## src/rtl/i2c_idx_slave.sv

```systemverilog
module i2c_idx_slave #(
  parameter logic [6:0] DEV_ADDR = 7'h44
) (
  input  logic       clk,
  input  logic       rst_n,
  input  logic       scl_i,
  input  logic       sda_i,
  output logic       sda_pull,
  output logic [7:0] reg_idx,
  output logic [7:0] reg_wdata,
  output logic       reg_we,
  input  logic [7:0] reg_rdata
);

  typedef enum logic [2:0] {S_IDLE, S_ADDR, S_IDX, S_WR, S_RD, S_HOLD} state_t;

  state_t      state;
  logic [2:0]  scl_s, sda_s;
  logic [3:0]  cnt;
  logic [7:0]  sr, tx;
  logic        rw, host_nack;

  wire scl_rise = scl_s[1] & ~scl_s[2];
  wire scl_fall = ~scl_s[1] & scl_s[2];
  wire start    = scl_s[1] & scl_s[2] & sda_s[2] & ~sda_s[1];
  wire stop     = scl_s[1] & scl_s[2] & ~sda_s[2] & sda_s[1];
  wire active   = (state != S_IDLE) && (state != S_HOLD);

  always_ff @(posedge clk or negedge rst_n) begin
    if (!rst_n) begin
      scl_s <= 3'b111;
      sda_s <= 3'b111;
    end else begin
      scl_s <= {scl_s[1:0], scl_i};
      sda_s <= {sda_s[1:0], sda_i};
    end
  end

  always_ff @(posedge clk or negedge rst_n) begin
    if (!rst_n) begin
      state     <= S_IDLE;
      cnt       <= '0;
      sr        <= '0;
      tx        <= '0;
      rw        <= 1'b0;
      host_nack <= 1'b0;
      sda_pull  <= 1'b0;
      reg_idx   <= '0;
      reg_wdata <= '0;
      reg_we    <= 1'b0;
    end else begin
      reg_we <= 1'b0;
      if (reg_we) reg_idx <= reg_idx + 8'd1;
      if (start) begin
        state    <= S_ADDR;
        cnt      <= '0;
        sda_pull <= 1'b0;
      end else if (stop) begin
        state    <= S_IDLE;
        sda_pull <= 1'b0;
      end else if (active) begin
        if (scl_rise) begin
          cnt <= cnt + 4'd1;
          if (cnt < 4'd8) sr <= {sr[6:0], sda_s[1]};
          if (cnt == 4'd8) host_nack <= sda_s[1];
        end else if (scl_fall) begin
          if (cnt == 4'd8) begin
            case (state)
              S_ADDR:
                if (sr[7:1] == DEV_ADDR) begin
                  sda_pull <= 1'b1;
                  rw       <= sr[0];
                end else begin
                  state <= S_IDLE;
                end
              S_IDX: begin
                reg_idx  <= sr;
                sda_pull <= 1'b1;
              end
              S_WR: begin
                reg_wdata <= sr;
                reg_we    <= 1'b1;
                sda_pull  <= 1'b1;
              end
              S_RD: begin
                sda_pull <= 1'b0;
                reg_idx  <= reg_idx + 8'd1;
              end
              default: ;
            endcase
          end else if (cnt == 4'd9) begin
            cnt      <= '0;
            sda_pull <= 1'b0;
            case (state)
              S_ADDR:
                if (rw) begin
                  state    <= S_RD;
                  tx       <= reg_rdata;
                  sda_pull <= ~reg_rdata[7];
                end else begin
                  state <= S_IDX;
                end
              S_IDX: state <= S_WR;
              S_RD:
                if (host_nack) begin
                  state <= S_HOLD;
                end else begin
                  tx       <= reg_rdata;
                  sda_pull <= ~reg_rdata[7];
                end
              default: ;
            endcase
          end else if (state == S_RD && cnt != 4'd0) begin
            tx       <= {tx[6:0], 1'b0};
            sda_pull <= ~tx[6];
          end
        end
      end
    end
  end

  AST_START_FRAMING: assert property (@(posedge clk) disable iff (!rst_n)
    start |=> (state == S_ADDR && cnt == 4'd0));
  AST_MISMATCH_NO_WRITE: assert property (@(posedge clk) disable iff (!rst_n)
    (state == S_IDLE) |-> !reg_we);
  AST_WE_SINGLE: assert property (@(posedge clk) disable iff (!rst_n)
    reg_we |=> !reg_we);
  AST_IDX_ADVANCE: assert property (@(posedge clk) disable iff (!rst_n)
    reg_we |=> (reg_idx == $past(reg_idx) + 8'd1));
  AST_HOLD_RELEASED: assert property (@(posedge clk) disable iff (!rst_n)
    (state == S_HOLD) |-> !sda_pull);
  AST_STOP_IDLE: assert property (@(posedge clk) disable iff (!rst_n)
    stop |=> (state == S_IDLE && !sda_pull));
  AST_PULL_TIMING: assert property (@(posedge clk) disable iff (!rst_n)
    !$stable(sda_pull) |-> $past(scl_fall || start || stop));

endmodule

```

## config.mk

```make
export PLATFORM = sky130hd
export DESIGN_NAME = i2c_idx_slave
export DESIGN_NICKNAME = d
export VERILOG_FILES = /design/src/rtl/i2c_idx_slave.sv
export SDC_FILE = /design/constraint.sdc
export NUM_CORES = 1
export LEC_CHECK = 0
export BUFFER_PORTS_ARGS = -buffer_cell sky130_fd_sc_hd__buf_2
export CAP_MARGIN = 20
export CELL_PAD_IN_SITES_DETAIL_PLACEMENT = 1
export CELL_PAD_IN_SITES_GLOBAL_PLACEMENT = 1
export CORE_MARGIN = 4
export CORE_UTILIZATION = 45
export CTS_CLUSTER_DIAMETER = 100
export DETAILED_ROUTE_END_ITERATION = 8
export HOLD_SLACK_MARGIN = 0.08
export PLACE_DENSITY = 0.81
export SLEW_MARGIN = 20
export SYNTH_ARGS = -nofsm -noshare
export SYNTH_HDL_FRONTEND = slang
export SYNTH_SLANG_ARGS = --single-unit
```

## constraint.sdc

```tcl
create_clock -name clk -period 5.1 [get_ports clk]
set_input_delay 0.765 -clock clk [delete_from_list [all_inputs] [get_ports clk]]
set_output_delay 0.765 -clock clk [all_outputs]
set_load 0.05 [all_outputs]
```

* Yosys cells after proc, flatten, opt, wreduce, memory -nomap -nowiden
Index checks and enable logic that the tools add are counted.
Storage, ports and cells: input port bits 12, bits in registers 48, logic and storage cells 125, output and inout port bits 18
Cells by class: add/sub/neg operators 2, equality and inequality tests 19, reduce and logical (&&, ||, !) cells 22, bitwise logic cells 17, muxes and demuxes 52, magnitude comparators 1
Operators with widths (count):
- 8-bit two-way mux | 7
- 3-bit two-way mux | 11
- 4-bit two-way mux | 7
- 7-bit two-way mux | 4
- 1-bit two-way mux | 18
- 8-bit case mux with 2 select lines | 1
- 8-bit AND reduction | 2
- 5-bit AND reduction | 3
- 3-bit nonzero test | 5
- 7-bit case mux with 2 select lines | 1
- 3-bit != test, second input constant | 4
- 5-bit != test, second input constant | 2
- 1-bit NOT | 10
- 10-bit AND reduction | 1
- 5-bit nonzero test | 2
- 3-bit case mux with 3 select lines | 1
- 8-bit by 1-bit adder with 8-bit output, second input constant | 1
- 4-bit equality test, second input constant | 2
- 4-bit nonzero test | 2
- 1-bit AND | 7
- 7-bit equality test, second input constant | 1
- 7-bit AND reduction | 1
- 3-bit by 2-bit equality test with 1-bit output, second input constant | 2
- 3-bit by 1-bit != test with 1-bit output, second input constant | 2
- 14 further kinds | 16

* Longest topological paths before layout
Gate-level depths: netlist of run 1.
depth in word-level cells 10, gate-level depth with buffers 9

* Worst setup path after synthesis of run 1
OpenSTA, ideal clock, no wires.
path kind register to register, start point register scl_s[1], end point register reg_wdata[0], slack 3.125 ns, data arrival time 1.850 ns, library setup time 0.125 ns, period minus slack after synthesis 1.975 ns, stages on the path, launching flop included 8, path through dfstp_2 ha_1 and3b_1 buf_6 nor2_8 nand3_4 nor4_4 mux2_2
On the way: word-level cells in the longest chain between the ends 5, elaborated cells between the ends (all ways) 12, those cells by class bitwise: 11; reduce/logical: 1
Ends and longest elaborated chain:
- start: declaration | line 18 | logic [2:0] scl_s, sda_s;
- start signal: assignment | line 34 | scl_s <= {scl_s[1:0], scl_i};
- 1-bit AND | line 25, 26
- 1-bit AND, on equally long branches (2 in a row) | line 26, 25
- 1-bit NOT (no source line)
- 7-bit AND reduction (no source line) *
- end signal: assignment | line 81 | reg_wdata <= sr;
- end: declaration | line 10 | output logic [7:0] reg_wdata,
Every way passes the cells marked *; elsewhere a longest branch is shown, timed or not. A chain may end at the register's enable or synchronous reset.

* Worst setup path after layout of run 1
start point register scl_s[2], end point register tx[5]
On the way: word-level cells in the longest chain between the ends 5, elaborated cells between the ends (all ways) 12, those cells by class bitwise: 11; reduce/logical: 1
Ends and longest elaborated chain:
- 1-bit AND | line 25, 26
- 1-bit AND, on equally long branches (2 in a row) | line 26, 25
- 1-bit NOT (no source line)
- 10-bit AND reduction (no source line) *
- end signal: assignment | line 98 | tx <= reg_rdata;
- end signal: assignment | line 108 | tx <= reg_rdata;
- end signal: assignment | line 114 | tx <= {tx[6:0], 1'b0};
- end: declaration | line 20 | logic [7:0] sr, tx;
Marks and branches as above.

==> results.md, run 1 <==
- Power Total: 900 uW
- Number of search-and-repair iterations in the first detailed-routing pass: 4
- IO Pins: 30
- Cell with the largest stage delay on the worst path: sky130_fd_sc_hd__a21oi_1
- TritonCTS clock tree: done
- Period utilization: 53.3%
- Number of standard cells after synthesis: 268
- Number of inserted filler cells in the final layout: 678
- Highest-count cells in the layout ignoring fill and taps: 42 x sky130_fd_sc_hd__dfrtp_1, 29 x sky130_fd_sc_hd__nand2_1, 29 x sky130_fd_sc_hd__buf_2
- Number of design rule violations left after detail routing: 0
- PortBufs: 29
- Max Fanout on Critical Path: 14
- Result of the run: completed
- FF+latch count, synth: 48
- Overall die area: 0.00754 mm2
- Placeable core region: 0.00599 mm2
- Number of enable flip-flop cells after synthesis: 0
- FMAX: 368 MHz
- Number of standard-cell rows in the floorplan: 28
- Quantity of hold-fixing buffers added after cts: 0
- Floorplan die height: 86.8 um
- Final instance count without filler cells: 369
- Initial Utilization: 46.7%
- Combined global-route utilization of all metal layers: 20.3%
- Most frequent standard cell in the layout excluding fill and tap cells: sky130_fd_sc_hd__dfrtp_1
- Placed cell count: 361
- Final worst hold slack: 0.360 ns
- Total via count in the routed design: 2,196
- Total number of H-tree levels: 2
- Combined buffer and inverter count along the critical path: 1
- Unrepaired setup endpoints after global routing: false
- Power per standard cell area: 289 mW/mm2
- Fraction of final layout cells with drive strength greater than 1: 25.5%
- Routability Congestion: 0.852
- Max transition margin: 38.1%
- Worst slack at placement: 2.43 ns
- Area growth from synthesis to layout: 11.3%
- Detailed placer's ending HPWL: 4980 um
- Async SR Flop Fraction: 100%
- Maximum number of buffers from clock root to sink: 2
- Number of library cell types mapped by synthesis: 63
- Largest delay contributor family on the critical path: compound AO/OA/AOI/OAI gates
- Nets: 313
- Post-CTS Repair Setup Buffers: 0
- Antenna cells: 0
- Worst-case setup margin in the final layout: 2.38 ns
- Final hold violation count: 0
- Type of the worst setup path: flop to flop
- Width of the chip: 86.8 um
- Data arrival time of the worst path: 2.88 ns
- Worst clock skew on the final layout: 0.0112 ns
- Clock root buffer: sky130_fd_sc_hd__clkbuf_8
- Area of the mapped netlist: 0.00280 mm2
- Insertion delay of the later-clocked pin in the worst-skew pair: 0.31 ns
- HP Class: flop to flop
- Post-Syn Nets: 288
- Ys flop type: sky130_fd_sc_hd__dfrtp_1
- TritonCTS sink count: 48
- Largest net degree at the start of global routing: 49
- Total clock buffers created by CTS: 5
- Total number of yosys warnings: 0
- Fin crit period: 2.72 ns
- Vias in the first global route: 2,292
- Routed WL: 7080 um
- Number of pins with negative max-slew slack in the final report: 0
- Ordered cell list for the critical path: inv_1 > ha_1 > nand2b_1 > a21oi_1 > o2111ai_2 > nand2_1 > o21ai_1
- Share of the yosys chip area belonging to registers: 43.2%
- Total of max-cap violations: 0
- CTS resizes: 0
- First-pass GRT wire length: 11,900 um
- Maximum VDD drop: 0.000288 V
- Setup TNS after final layout: 0 ns
- Actual transition at the worst max-transition pin: 0.929 ns
- Initial antenna violation count: 0
- Startpoint types: flop
- Via-to-Cell Ratio: 5.95
- Leakage power figure: 0.00140 uW
- Total congestion overflow after global routing: 0
- Average wire per standard cell: 19.2 um
- First DRT Iteration DRCs: 151
- Clock transition at the registers of the reported paths: 0.09 ns
- Post-Syn Area per Cell: 10.4 um2
- Required time worst endpoint: 5.27 ns
- Largest stage delay on the critical path: 0.72 ns
- Final setup violating endpoints: 0
- Kind of capture point of the worst setup path: flop
- ANT nets after route: 0
## Yosys cell counts, drive strengths merged (3+ instances only)
cell	number	area share, %
buf	9	2.1
nor3	5	1.3
clkbuf	3	0.40
dfstp	6	5.6
ha	8	3.6
dfrtp	42	38
nand3b	4	1.5
mux2	20	8.1
o21ai	14	2.5
nand4	5	1.1
nor2	14	2.5
a21oi	8	1.4
nand3	12	2.6
nor2b	3	0.67
and3b	3	0.94
inv	9	1.2
nand2b	3	0.67
xor2	7	2.2
or3	3	0.67
a22oi	3	0.81
o22ai	3	0.67
and3	3	0.67
xnor2	5	1.6
nand2	30	4.1
mux2i	9	3.2
## routing by layer
metal  vias to the layer above  wire [um]  GRT usage [%]
met5                         -          0              0
met4                         0        119           6.23
met3                        14        279           3.14
met2                        50       3430           32.4
met1                      1101       3250           28.3
li1                       1031          -              -
## metrics by stage
stage	area [um2]	util (%)
after global routing	3110	51.9
after detailed placement	2970	49.6
after global placement	2970	49.6
after floorplan	2800	-
final	3110	51.9
after CTS	3110	51.9
## worst paths after layout
kind                           from  endpoint  slack (ns)  depth (start not counted)
max                        scl_s[2]     tx[5]        2.38                          7
min                        sda_s[0]  sda_s[1]        0.36                          0
max reg2reg                scl_s[2]     tx[5]        2.38                          7
min reg2reg                sda_s[0]  sda_s[1]        0.36                          0
max in group asynchronous     rst_n     sr[3]        4.13                          2
min in group asynchronous     rst_n  state[2]        0.54                          2
## sequential cells by signal, summed over array words and instances, names as in the netlist
| name | cells |
|---|---|
| scl_s | 3 |
| tx | 7 |
| state | 3 |
| reg_idx | 8 |
| reg_we | 1 |
| sda_s | 3 |
| host_nack | 1 |
| sr | 8 |
| rw | 1 |
| reg_wdata | 8 |
| sda_pull | 1 |
| cnt | 4 |
## report_power, final
group / total [uW] / switching (uW) / internal (uW)
clock network: 342 / 145 / 198
logic: 93.0 / 46.7 / 46.3
registers: 464 / 51.8 / 413
## final cells by class
| class | instances | area (um2) | area share, % |
|---|---|---|---|
| timing repair buffer | 30 | 153 | 4.91 |
| tap | 75 | 93.8 | 3.02 |
| clock buffer | 5 | 68.8 | 2.21 |
| inverter | 9 | 33.8 | 1.09 |
| clock inverter | 3 | 68.8 | 2.21 |
| sequential | 48 | 1210 | 38.9 |
| multi-input combinational | 199 | 1480 | 47.7 |
## logic make-up after synthesis
group | synth area share [%]
AND/OR/NAND/NOR | 21.8
AO/OA/AOI/OAI | 12.7
flip-flops | 43.2
multiplexers | 11.3
buffers and inverters | 3.67
XOR/XNOR | 3.76
adder cells (fa/ha/maj) | 3.58
Note: power is estimated with default switching activity, not from simulation.
==> inputs of run 2 (changes only) <==
- ABC_AREA: default -> 1
- CORE_UTILIZATION: 45 -> 43
- PLACE_DENSITY: 0.81 -> 0.82
- clock period: 5.1 -> 2.5 ns (I/O delays scaled with it)
==> run 2 against run 1 <==
Compared with the run above:
- routed wire length is 2.2% lower
- clock-buffer cell count rose by 2
- synthesized area is 1.6% higher
- critical path type unchanged
==> results.md, run 2 <==
- Maximum number of buffers from clock root to sink: 2
- Clock transition at the registers of the reported paths: 0.09 ns
- Cell with the largest stage delay on the worst path: sky130_fd_sc_hd__dfrtp_1
- Setup TNS after final layout: 0 ns
- Number of library cell types mapped by synthesis: 33
- Max transition margin: 39.8%
- Total congestion overflow after global routing: 0
- CTS resizes: 0
- Main combinational cell family by area after synthesis: simple AND/OR/NAND/NOR gates
- Largest stage delay on the critical path: 0.44 ns
- Post-Synth Simple-Gate Area: 35.5%
- Via-to-Cell Ratio: 5.12
- Data arrival time of the worst path: 2.07 ns
- Maximum VDD drop: 0.000482 V
- Most numerous cell in the Yosys netlist: sky130_fd_sc_hd__nand2_1
- Quantity of hold-fixing buffers added after cts: 0
- Post-synth top area share: 37.0%
- Number of cells on the worst hold path: 1
- Total number of yosys warnings: 0
- PortBufs: 29
- Number of search-and-repair iterations in the first detailed-routing pass: 4
- Async SR Flop Fraction: 100%
- Combined global-route utilization of all metal layers: 19.5%
- Logic gate share of total power: 20.5%
- Max Fanout on Critical Path: 16
- Number of standard-cell rows in the floorplan: 29
- Grt met2 use: 34.2%
- Number of pins with negative max-slew slack in the final report: 0
- Final worst hold slack: 0.159 ns
- Total internal power: 1190 uW
- HP Class: primary input to flop
- Post-CTS Repair Setup Buffers: 0
- Synth top area cells: sky130_fd_sc_hd__dfrtp_1 37%, sky130_fd_sc_hd__nand2_1 19%, sky130_fd_sc_hd__dfstp_2 5.6%
- Required time worst endpoint: 2.69 ns
- Number of design rule violations left after detail routing: 0
- Insertion delay of the later-clocked pin in the worst-skew pair: 0.31 ns
- TritonCTS clock tree: done
- Clock root buffer: sky130_fd_sc_hd__clkbuf_8
- Largest delay contributor family on the critical path: simple AND/OR/NAND/NOR gates
- Share of synthesized cell area in full adder, half adder and majority cells: 3.52%
- Sequential share of power: 52.3%
- Share of the yosys chip area belonging to registers: 42.6%
- Worst clock skew on the final layout: 0.0116 ns
- Number of logic stages on the critical path including buffering: 9
- Vias in the first global route: 2,575
- FF+latch count, synth: 48
- Antenna cells: 0
- Initial antenna violation count: 0
- Relative contribution of the clock network to total power: 27.2%
- Post-Syn Nets: 389
- Total number of H-tree levels: 2
- Area of the mapped netlist: 0.00284 mm2
- Leakage power figure: 0.00164 uW
- Combined buffer and inverter count along the critical path: 2
- Multiplexer share of the synthesized area: 0%
- Reg2reg path depth: 9
- Met1 Track Usage GR: 23.6%
- Most frequent standard cell in the layout excluding fill and tap cells: sky130_fd_sc_hd__nand2_1
- Nets: 421
- Switching power: 613 uW
- Average wire per standard cell: 14.4 um
- Type of the worst setup path: flop to flop
- Unrepaired setup endpoints after global routing: false
- Highest-count cells in the layout ignoring fill and taps: 142 x sky130_fd_sc_hd__nand2_1, 42 x sky130_fd_sc_hd__dfrtp_1, 39 x sky130_fd_sc_hd__inv_1
- Width of the chip: 89.3 um
- Ordered cell list for the critical path: inv_1 > ha_1 > nand3_4 > inv_6 > nand2_4 > nor2_4 > nand4_4 > nand2_1 > o21ai_2
- Floorplan die height: 89.3 um
- Top flop regs: reg_idx x8, reg_wdata x8, sr x8
- Placeable core region: 0.00639 mm2
- Actual transition at the worst max-transition pin: 0.903 ns
- Largest net degree at the start of global routing: 42
- Number of enable flip-flop cells after synthesis: 0
- Total of max-cap violations: 0
- Area growth from synthesis to layout: 10.7%
- Power per standard cell area: 574 mW/mm2
- Overall die area: 0.00797 mm2
- GRT busiest layer: met2
- Post-Syn Area per Cell: 7.70 um2
- Period utilization: 75.0%
- First-pass GRT wire length: 12,000 um
- Post-synthesis compound-gate area fraction: 8.55%
- First DRT Iteration DRCs: 107
- Routability Congestion: 0.880
- Routing usage on met3: 4.15%
- Final setup violating endpoints: 0
- Total via count in the routed design: 2,452
- Fin crit period: 1.87 ns
- ANT nets after route: 0
- Result of the run: completed
- Total clock buffers created by CTS: 5
- Detailed placer's ending HPWL: 5340 um
- IO Pins: 30
- Kind of capture point of the worst setup path: flop
- Number of standard cells after synthesis: 369
- FMAX: 534 MHz
- Switching part of the total: 34.0%
- Ys flop type: sky130_fd_sc_hd__dfrtp_1
- Startpoint types: flop
- Fraction of final layout cells with drive strength greater than 1: 21.1%
- Leading area contributor after synthesis: sky130_fd_sc_hd__dfrtp_1
- Most frequent cells after synthesis: 142 x sky130_fd_sc_hd__nand2_1, 42 x sky130_fd_sc_hd__dfrtp_1, 39 x sky130_fd_sc_hd__inv_1
- Final hold violation count: 0
- Routed WL: 6920 um
- Xor/xnor share of the synthesized area: 1.85%
- TritonCTS sink count: 48
- Initial Utilization: 44.5%
-- run 2: area by class of cell --
| cell class | count | area, um2 |
|---|---|---|
| inverter | 46 | 180 |
| timing repair buffer | 31 | 160 |
| clock inverter | 1 | 7.51 |
| clock buffer | 7 | 86.3 |
| sequential | 48 | 1210 |
| tap | 77 | 96.3 |
| multi-input combinational | 269 | 1400 |
| fill | 816 | 3240 |
-- run 2: per-stage QoR --
step                      util (%)  total power, uW  std cells  setup WS [ns]  cell area (um2)
after floorplan                  -             1220        369          0.863             2840
after global placement        47.7             1310        471          0.681             3050
after detailed placement      47.7             1330        471          0.629             3050
after CTS                     49.2             1830        479          0.616             3140
after global routing          49.2             1950        479          0.438             3140
final                         49.2             1800        479          0.626             3140
-- run 2: kinds of logic (layout without fill, tap and decap cells) --
| group | Yosys count | after routing |
|---|---|---|
| AO/OA/AOI/OAI | 40 | 40 |
| XOR/XNOR | 6 | 6 |
| adder cells (fa/ha/maj) | 8 | 8 |
| buffers and inverters | 52 | 85 |
| flip-flops | 48 | 48 |
| AND/OR/NAND/NOR | 215 | 215 |
-- run 2: worst paths after layout --
check	start	endpoint	slack, ns
max reg2reg	cnt[0]	reg_wdata[7]	0.63
min reg2reg	sda_s[0]	sda_s[1]	0.36
min	sda_i	sda_s[0]	0.16
max	cnt[0]	reg_wdata[7]	0.63
min in group asynchronous	rst_n	reg_wdata[5]	0.19
max in group asynchronous	rst_n	tx[6]	1.64
-- run 2: power by group through the flow --
stage	Combinational [uW]	Clock, uW	Sequential [uW]
floorplan	292	0	924
global placement	358	0	956
detailed placement	375	0	958
CTS	377	511	944
global route	435	554	956
finish	369	491	944
-- run 2: routing by layer --
metal  share of wire, %  vias up
li1                   -     1230
met1                 44     1171
met2                 51       40
met3                3.3       11
met4                1.6        0
met5                  0        -
==> inputs of run 3 (changes only) <==
- CORE_UTILIZATION: 43 -> 39
- PLACE_DENSITY: 0.82 -> 0.79
- clock period: 2.5 -> 1.6 ns (I/O delays scaled with it)
==> run 3 against run 2 <==
Compared with the run above:
- the flow now finishes with violations (setup timing)
- sequential power up 57%
- first-iteration DRC count is 23% higher
- non-clock buffer count is 48 higher
- clock-buffer cell count decreased by 1
- global-route usage fell by 0.60 points
- maximum frequency up 14%
- register-to-register slack lost 0.67 ns
- flip-flop and latch count unchanged
- via count grew 10%
- largest cell class unchanged
- highest routed layer unchanged
==> results.md, run 3 (synthesized netlist as in run 2, its figures left out) <==
- Kind of capture point of the worst setup path: flop
- Worst clock skew on the final layout: 0.0174 ns
- First-pass GRT wire length: 13,200 um
- FMAX: 609 MHz
- Final instance count without filler cells: 546
- Insertion delay of the later-clocked pin in the worst-skew pair: 0.32 ns
- Number of search-and-repair iterations in the first detailed-routing pass: 4
- Actual transition at the worst max-transition pin: 0.338 ns
- Total internal power: 2210 uW
- Reg2Reg Setup Slack: -0.04 ns
- Switching part of the total: 33.2%
- First DRT Iteration DRCs: 132
- HP Class: primary input to flop
- Switching power: 1090 uW
- Number of design rule violations left after detail routing: 0
- Total congestion overflow after global routing: 0
- Total via count in the routed design: 2,703
- Most frequent standard cell in the layout excluding fill and tap cells: sky130_fd_sc_hd__nand2_1
- Detailed placer's ending HPWL: 5580 um
- Fraction of final layout cells with drive strength greater than 1: 36.2%
- Combined global-route utilization of all metal layers: 18.9%
- Area growth from synthesis to layout: 35.7%
- Clock transition at the registers of the reported paths: 0.09 ns
- Period utilization: 103%
- PortBufs: 29
- Post-Layout Inst Area: 0.00385 mm2
- Nets: 469
- Maximum VDD drop: 0.000469 V
- Final hold violation count: 0
- Reg-to-reg startpoint: state[1]
- Relative contribution of the clock network to total power: 28.8%
- Final setup violating endpoints: 9
- Initial Utilization: 40.9%
- Initial antenna violation count: 0
- Dpl cell area: 0.00331 mm2
- TritonCTS sink count: 48
- Hold-critical path endpoint: tx[1]
- Average wire per standard cell: 15.2 um
- Overall die area: 0.00871 mm2
- Top flop regs: reg_idx x8, reg_wdata x8, sr x8
- Number of pins with negative max-slew slack in the final report: 0
- Routability Congestion: 0.793
- Antenna cells: 0
- Power Total: 3300 uW
- Maximum number of buffers from clock root to sink: 2
- Vias in the first global route: 2,853
- Unrepaired setup endpoints after global routing: true
- ANT nets after route: 0
- Data arrival time of the worst path: 1.90 ns
- Clock root buffer: sky130_fd_sc_hd__clkbuf_8
- Floorplan die height: 93.3 um
- IO Pins: 30
- Worst-case setup margin in the final layout: -0.0421 ns
- Sequential share of power: 44.7%
- TritonCTS clock tree: done
- Width of the chip: 93.3 um
- Result of the run: finished with violations
- Total number of H-tree levels: 2
- Number of cells on the worst hold path: 5
- Routed WL: 8300 um
- Startpoint types: flop
- Reg2reg path depth: 8
- Number of standard-cell rows in the floorplan: 30
- Worst reg2reg endpoint: tx[5]
- Setup TNS after final layout: -0.206 ns
- Leakage power figure: 0.00195 uW
- Power per standard cell area: 856 mW/mm2
- Via-to-Cell Ratio: 4.95
- Total of max-cap violations: 0
- Fin crit period: 1.64 ns
- Largest net degree at the start of global routing: 49
- Required time worst endpoint: 1.86 ns
- Violated checks: setup timing
- Hold_sp: reg_rdata[1]
- Max transition margin: 77.2%
- Logic gate share of total power: 26.5%
- Highest-count cells in the layout ignoring fill and taps: 128 x sky130_fd_sc_hd__nand2_1, 40 x sky130_fd_sc_hd__dfrtp_1, 38 x sky130_fd_sc_hd__buf_4
- Total clock buffers created by CTS: 5
- Max Fanout on Critical Path: 5
- Type of the worst setup path: flop to flop
- Placeable core region: 0.00694 mm2
- Placed cell count: 516
==> run 3: cell count changes in the layout (fill, tap and decap cells not counted), moves of 6 or more <==
| cell | change |
|---|---|
| sky130_fd_sc_hd__nand2_1 | -14 |
| sky130_fd_sc_hd__nand2_2 | +6 |
| sky130_fd_sc_hd__buf_4 | +36 |
| sky130_fd_sc_hd__nand2_4 | +8 |
==> run 3: worst max-delay path by stage <==
stage	startpoint	end	slack, ns	depth (start not counted)
2_1_floorplan	cnt[1]	reg_wdata[2]	0.03	10
3_3_place_gp	scl_s[1]	tx[5]	-0.04	9
3_5_place_dp	scl_s[1]	tx[3]	-0.12	9
4_1_cts	scl_s[1]	tx[0]	-0.001	9
5_1_grt	state[1]	tx[5]	-0.15	8
6_report	state[1]	tx[5]	-0.04	8
==> run 3: power groups by stage <==
stage	Clock (uW)	Sequential (uW)	Combinational [uW]
2_1_floorplan	0	1440	474
3_3_place_gp	0	1470	715
3_5_place_dp	0	1480	741
4_1_cts	979	1460	773
5_1_grt	1030	1500	984
6_report	950	1480	876
==> run 3: area by class of cell <==
class	instances	area [um2]
multi-input cells	269	1600
flip-flops and latches	48	1210
clock buffers	6	82.6
well taps	96	120
repair buffers	79	611
inverters	46	188
fillers	868	3090
clock inverters	2	38.8
==> run 3: what timing repair did <==
action                                  in CTS  in global routing
pin swaps                                    1                 19
hold endpoints to repair                    44                  0
resized for setup                           13                 45
cloned                                       0                  1
hold buffers                                 3                  0
endpoints found under the setup margin      31                 41
setup buffers                                1                 17
==> run 3: through the flow <==
stage	setup WS (ns)	hold slack, ns	utilization [%]
after floorplan	0.0290	-0.0556	-
after global placement	-0.0414	0.249	47.6
after detailed placement	-0.124	0.249	47.6
after CTS	-0.000958	0.267	51.0
after global routing	-0.153	0.280	55.5
final	-0.0421	0.269	55.5
==> run 3: critical path: stages (launching register included) <==
cell and delay (ns):
sky130_fd_sc_hd__dfrtp_1 0.48, sky130_fd_sc_hd__inv_2 0.13, sky130_fd_sc_hd__nand3_1 0.13, sky130_fd_sc_hd__o21ai_1 0.29, sky130_fd_sc_hd__inv_1 0.09, sky130_fd_sc_hd__nand2_2 0.12
sky130_fd_sc_hd__buf_4 0.16, sky130_fd_sc_hd__nand4_1 0.10, sky130_fd_sc_hd__nand2_1 0.08
==> run 3: layer usage <==
metal,global-route usage [%],vias to the layer above,wire [um]
li1,-,1336,-
met1,23.5,1298,3530
met2,32.5,46,4210
met3,2.98,23,269
met4,7.69,0,301
met5,0,-,0
